$ cat config.mk
export PLATFORM = sky130hd
export DESIGN_NAME = clkgate_regbank
export DESIGN_NICKNAME = d
export VERILOG_FILES = /design/src/rtl/cgb_pkg.sv /design/src/rtl/cgb_setclr_bank.sv /design/src/rtl/cgb_rdmux.sv /design/src/rtl/clkgate_regbank.sv
export SDC_FILE = /design/constraint.sdc
export NUM_CORES = 1
export LEC_CHECK = 0
export BUFFER_PORTS_ARGS = -buffer_cell sky130_fd_sc_hd__buf_2
export CAP_MARGIN = 20
export CORE_UTILIZATION = 50
export CTS_CLUSTER_DIAMETER = 120
export CTS_CLUSTER_SIZE = 40
export DETAILED_ROUTE_END_ITERATION = 10
export PLACE_DENSITY = 0.81
export SYNTH_ARGS = -nofsm -noshare
export SYNTH_HDL_FRONTEND = slang
export SYNTH_HIERARCHICAL = 1
export SYNTH_SLANG_ARGS = --single-unit
$ cat constraint.sdc
create_clock -name clk -period 3.2 [get_ports clk]
set_clock_uncertainty 0.2 [all_clocks]
set_input_delay 0.16 -clock clk [delete_from_list [all_inputs] [get_ports clk]]
set_output_delay 0.16 -clock clk [all_outputs]
set_load 0.01 [all_outputs]
$ cat src/rtl/cgb_pkg.sv
package cgb_pkg;
  localparam int ADDR_W = 8;
  localparam int DATA_W = 32;

  localparam logic [ADDR_W-1:0] OFF_SYS_SET  = 8'h00;
  localparam logic [ADDR_W-1:0] OFF_SYS_CLR  = 8'h04;
  localparam logic [ADDR_W-1:0] OFF_SYS_RB   = 8'h08;
  localparam logic [ADDR_W-1:0] OFF_HOLE     = 8'h0C;
  localparam logic [ADDR_W-1:0] OFF_PER_SET  = 8'h10;
  localparam logic [ADDR_W-1:0] OFF_PER_CLR  = 8'h14;
  localparam logic [ADDR_W-1:0] OFF_PER_RB   = 8'h18;
  localparam logic [ADDR_W-1:0] OFF_IRQ_SET  = 8'h60;
  localparam logic [ADDR_W-1:0] OFF_IRQ_CLR  = 8'h64;
  localparam logic [ADDR_W-1:0] OFF_FLAGS    = 8'h68;
  localparam logic [ADDR_W-1:0] OFF_IRQ_RB   = 8'h6C;

  // system gates: processor, usb device, master suspend, usb host, four outputs
  localparam logic [DATA_W-1:0] SYS_IMPL  = 32'h0000_1D17;
  localparam logic [DATA_W-1:0] SYS_RESET = 32'h0000_0001;
  // readiness flags: 0..3 core sources, 8..11 programmable clock ready
  localparam logic [DATA_W-1:0] FLAG_IMPL = 32'h0000_0F0F;
endpackage

$ cat src/rtl/cgb_setclr_bank.sv
module cgb_setclr_bank #(
  parameter int           W    = 32,
  parameter logic [W-1:0] IMPL = '1,
  parameter logic [W-1:0] RST  = '0
) (
  input  logic         clk,
  input  logic         rst_n,
  input  logic         set_stb,
  input  logic         clr_stb,
  input  logic [W-1:0] wdata,
  output logic [W-1:0] state
);
  logic [W-1:0] set_bits, clr_bits, nxt;

  always_comb begin
    set_bits = set_stb ? (wdata & IMPL) : '0;
    clr_bits = clr_stb ? wdata : '0;
    nxt      = (state | set_bits) & ~clr_bits & IMPL;
  end

  always_ff @(posedge clk) begin
    if (!rst_n) state <= RST & IMPL;
    else        state <= nxt;
  end

  assert_set_R2: assert property (@(posedge clk) disable iff (!rst_n)
    set_stb |=> ((state & $past(wdata & IMPL)) == $past(wdata & IMPL)));

  assert_clear_R3: assert property (@(posedge clk) disable iff (!rst_n)
    clr_stb |=> ((state & $past(wdata)) == '0));

  assert_keep_zero_bits_R4: assert property (@(posedge clk) disable iff (!rst_n)
    (set_stb || clr_stb) |=> ((state & ~$past(wdata)) == ($past(state) & ~$past(wdata))));

  assert_idle_hold_R4: assert property (@(posedge clk) disable iff (!rst_n)
    (!set_stb && !clr_stb) |=> $stable(state));
endmodule

$ cat src/rtl/cgb_rdmux.sv
module cgb_rdmux
  import cgb_pkg::*;
(
  input  logic [ADDR_W-1:0] addr,
  input  logic [DATA_W-1:0] sys_word,
  input  logic [DATA_W-1:0] per_word,
  input  logic [DATA_W-1:0] flag_word,
  input  logic [DATA_W-1:0] mask_word,
  output logic [DATA_W-1:0] rd_word
);
  always_comb begin
    unique case (addr)
      OFF_SYS_RB: rd_word = sys_word;
      OFF_PER_RB: rd_word = per_word;
      OFF_FLAGS:  rd_word = flag_word;
      OFF_IRQ_RB: rd_word = mask_word;
      default:    rd_word = '0;
    endcase
  end
endmodule

$ cat src/rtl/clkgate_regbank.sv
module clkgate_regbank
  import cgb_pkg::*;
#(
  parameter int NPERIPH = 32
) (
  input  logic                clk,
  input  logic                rst_n,
  input  logic [ADDR_W-1:0]   addr,
  input  logic                wr_en,
  input  logic [DATA_W-1:0]   wr_data,
  input  logic                rd_en,
  output logic [DATA_W-1:0]   rd_data,
  input  logic                main_osc_ok,
  input  logic                pll_a_locked,
  input  logic                pll_b_locked,
  input  logic                mck_ready,
  input  logic [3:0]          pck_ready,
  output logic [DATA_W-1:0]   sys_gate_en,
  output logic [NPERIPH-1:0]  periph_gate_en,
  output logic                irq
);
  localparam logic [NPERIPH-1:0] PER_IMPL = '1;

  logic [DATA_W-1:0] mask_q, flag_q, flag_d, rd_word;

  cgb_setclr_bank #(.W(DATA_W), .IMPL(SYS_IMPL), .RST(SYS_RESET)) u_sys (
    .clk(clk), .rst_n(rst_n),
    .set_stb(wr_en && addr == OFF_SYS_SET),
    .clr_stb(wr_en && addr == OFF_SYS_CLR),
    .wdata(wr_data), .state(sys_gate_en));

  cgb_setclr_bank #(.W(NPERIPH), .IMPL(PER_IMPL), .RST('0)) u_per (
    .clk(clk), .rst_n(rst_n),
    .set_stb(wr_en && addr == OFF_PER_SET),
    .clr_stb(wr_en && addr == OFF_PER_CLR),
    .wdata(wr_data[NPERIPH-1:0]), .state(periph_gate_en));

  cgb_setclr_bank #(.W(DATA_W), .IMPL(FLAG_IMPL), .RST('0)) u_mask (
    .clk(clk), .rst_n(rst_n),
    .set_stb(wr_en && addr == OFF_IRQ_SET),
    .clr_stb(wr_en && addr == OFF_IRQ_CLR),
    .wdata(wr_data), .state(mask_q));

  always_comb begin
    flag_d        = '0;
    flag_d[0]     = main_osc_ok;
    flag_d[1]     = pll_a_locked;
    flag_d[2]     = pll_b_locked;
    flag_d[3]     = mck_ready;
    flag_d[11:8]  = pck_ready;
  end

  always_ff @(posedge clk) begin
    if (!rst_n) flag_q <= '0;
    else        flag_q <= flag_d & FLAG_IMPL;
  end

  cgb_rdmux u_rd (
    .addr(addr), .sys_word(sys_gate_en), .per_word(DATA_W'(periph_gate_en)),
    .flag_word(flag_q), .mask_word(mask_q), .rd_word(rd_word));

  always_ff @(posedge clk) begin
    if (!rst_n)     rd_data <= '0;
    else if (rd_en) rd_data <= rd_word;
  end

  assign irq = |(flag_q & mask_q);

  assert_flag_capture_R8: assert property (@(posedge clk) disable iff (!rst_n)
    1'b1 |=> (flag_q[0] == $past(main_osc_ok) && flag_q[11:8] == $past(pck_ready)));

  assert_masked_quiet_R9: assert property (@(posedge clk) disable iff (!rst_n)
    (mask_q == '0) |-> !irq);

  assert_hole_reads_zero_R7: assert property (@(posedge clk) disable iff (!rst_n)
    (rd_en && addr == OFF_HOLE) |=> (rd_data == '0));

  assert_read_holds_R5: assert property (@(posedge clk) disable iff (!rst_n)
    !rd_en |=> $stable(rd_data));

  assert_sys_impl_R6: assert property (@(posedge clk) disable iff (!rst_n)
    (sys_gate_en & ~SYS_IMPL) == '0);
endmodule

==> run metrics <==
Final Cycle Share=0.606; total power=2.17 mW; post-route cell area=6180 um^2; top cell type's share of synthesized area=0.348; cell area after synthesis=5060 um^2; fin crit period=1.94 ns; core area=9770 um^2; Area after DPL=~5600 um^2; Slew @ Worst Pin=1.01 ns; delay-heaviest family, CP=buffers and inverters; FP Rows=36; fmax=0.516 GHz; Die Span Y=103 um; Leak Pwr=approximately 2.8 nW; Area Overhead vs Synth=22.0%; via/cell ratio=5.28; critical path arrival=1.99 ns; post-layout util=0.632; RSZ-0062 raised after global routing=no; Final WS setup=1.26 ns; DR pass1 iterations=4; combinational share of power=0.128; peak supply drop=0.000313 V; Total GRT Usage=0.255; TNS Setup=0 ns; max-cap viol count=0; final net count=720; Reg-to-Reg Start=u_mask/state[11]$_SDFF_PN0_; PD cells=350 nW/um^2; Port Buf Inserts=124; CP Max Fanout=21; DP Wirelength=9070 um; largest net degree at the start of global routing=45; sw power=roughly 580 uW; Fin. Hold Viols=0; CP Cell Sequence=buf_2 -> buf_4 -> inv_1 -> nor3_2 -> buf_4 -> a21oi_1 -> a211oi_1; Finished Layout Cells=806; largest area contributor in the netlist=dfxtp_1; critical path's largest stage delay=0.45 ns; Clk pwr share=0.361; Antenna Nets Post-Route=0; Avg Cell Area, Syn=10.2 um^2; Clock Latency Late Sink=0.35 ns; total number of vias=4,255; Crit path required time=3.25 ns; Fin Hold WS=0.103 ns; Hold Crit Start=rst_n; CP Class=in2reg; Die Wd=just over 100 um; clock-pin slew on the worst setup and hold paths=0.10 ns; outcome=finished, final reports clean; Worst path slowest cell=buf_2; reg2reg end=rd_data[11]$_SDFFE_PN0P_; Root Driver=clkbuf_8; worst hold endpoint=u_sys/state[0]$_SDFF_PN1_; reg2reg path depth=5; 1st-iter DRT viols=roughly 140; CP bufs+invs=4; worst hold stages=3; sequential share of power=0.510; type of the worst min-delay path=in2reg; crit end category=flop; I/O pin cnt=149; synthesized instance count=499; post-synthesis sequential area ratio=0.348; WL final=13,300 um; first-pass GRT wire length=20,600 um; DR DRC count=0; pre-CTS setup slack=0.936 ns; Switching Fraction=0.267; dpl cells=750; #FFs+latches synth=88; r2r setup slk=1.82 ns; vias in the first global route=4,228; CP Launch Type=primary input; layout cells sized above 1=0.325; CTS buffer count=9; Syn. warnings=6; WL/cell=16.5 um; die area=10,500 um^2; crit-path most repeated cell=buf_4; Starting Density=0.518; Netlist cell types=29; initial antenna violation count=0; CTS H-Tree Depth=3; Overflow after GRT=0; Inserted Diodes=0; endpoints failing setup=0; Synth area leaders=dfxtp_1 35%, mux2i_1 19%, a211oi_2 11%, buf_4 7.7%, and2_1 4.9%; final max-slew violation count=0; worst rel slew slack=0.326; clock tree buffer depth=2; CTS tree=done; cell-internal power=approximately 1.6 mW; gpl congestion=0.832; clock tree sinks=88
[power by group through the flow]
stage	Sequential (mW)	Combinational (mW)	Clock, mW
after floorplan	1.13	0.195	0
after global placement	1.13	0.222	0
after detailed placement	1.13	0.228	0
after CTS	1.10	0.265	0.800
after global routing	1.11	0.300	0.841
final	1.10	0.278	0.783
[how the worst max path moves through the flow]
stage | from | end | slack [ns] | cells after the start
after floorplan | addr[1] | u_per/state[30]$_SDFF_PN0_ | 1.33 | 5
after global placement | addr[4] | u_per/state[26]$_SDFF_PN0_ | 1.02 | 6
after detailed placement | addr[4] | u_per/state[12]$_SDFF_PN0_ | 0.94 | 7
after CTS | addr[4] | u_per/state[26]$_SDFF_PN0_ | 1.31 | 7
after global routing | addr[4] | rd_data[11]$_SDFFE_PN0P_ | 1.12 | 6
final | addr[4] | u_per/state[26]$_SDFF_PN0_ | 1.26 | 7
[cells by family (layout without fill, tap and decap cells)]
logic type / count (synthesis) / count (layout) / synth area share
simple gates: 88 / 88 / 0.116
mux: 96 / 96 / 0.190
other cells: 3 / 72 / 0.00222
flops: 88 / 88 / 0.348
buf+inv: 92 / 197 / 0.129
compound gates: 132 / 132 / 0.215
[area by class of cell]
| type | instances | area (um^2) |
|---|---|---|
| timing repair buffer | 177 | 1120 |
| inverter | 4 | 15.0 |
| clock inverter | 6 | 68.8 |
| clock buffer | 10 | 128 |
| fill | 829 | 3590 |
| multi-input combinational | 388 | 2920 |
| tap | 133 | 166 |
| sequential | 88 | 1760 |
[cell usage in the layout, fill, tap and decap left out, drive strengths merged]
master,count
bufinv,1
mux2i,96
a21oi,48
nand2b,1
a211oi,47
dfxtp,88
or4b,2
conb,72
o22ai,32
nor4,2
buf,137
nand2,1
o21ai,1
clkbuf,10
nor3b,1
a22oi,4
inv,5
clkinv,3
and2,41
or4,2
nand4bb,1
nor2b,32
clkinvlp,1
nand4,1
dlygate4sd3,40
nor3,4
[what timing repair did]
action	in CTS	in global routing
buffers inserted	0	0
hold endpoints to repair	56	0
hold buffers	40	0
resized for setup	0	0
[cells in the mapped netlist]
library cell	n
a211oi_1	2
a211oi_2	45
a21oi_1	40
a21oi_2	8
a22oi_1	4
and2_1	40
and2_4	1
buf_2	16
buf_4	52
buf_6	8
buf_8	3
clkbuf_1	9
conb_1	3
dfxtp_1	88
inv_1	2
inv_2	2
mux2i_1	96
nand2_1	1
nand2b_1	1
nand4_1	1
nand4bb_1	1
nor2b_1	32
nor3_1	4
nor3b_1	1
nor4_2	2
o21ai_2	1
o22ai_1	32
or4_4	2
or4b_4	2
[sequential cells by signal (all words and copies together) (netlist names)]
register	cells
rd_data	32
u_per/state	32
flag_q	8
u_mask/state	8
u_sys/state	8
[worst register-to-register path: cells and delay by family (launching register included)]
| kind | cells | cell delay (ns) |
|---|---|---|
| flops | 1 | 0.35 |
| mux | 2 | 0.33 |
| simple gates | 2 | 0.26 |
| compound gates | 1 | 0.12 |
[per-layer routing]
metal,GRT usage,vias up,wire [um]
li1,-,2025,-
met1,0.301,2049,5710
met2,0.458,168,6570
met3,0.0576,13,873
met4,0.0769,0,157
met5,0,-,0
Note: power is estimated with default switching activity, not from simulation.
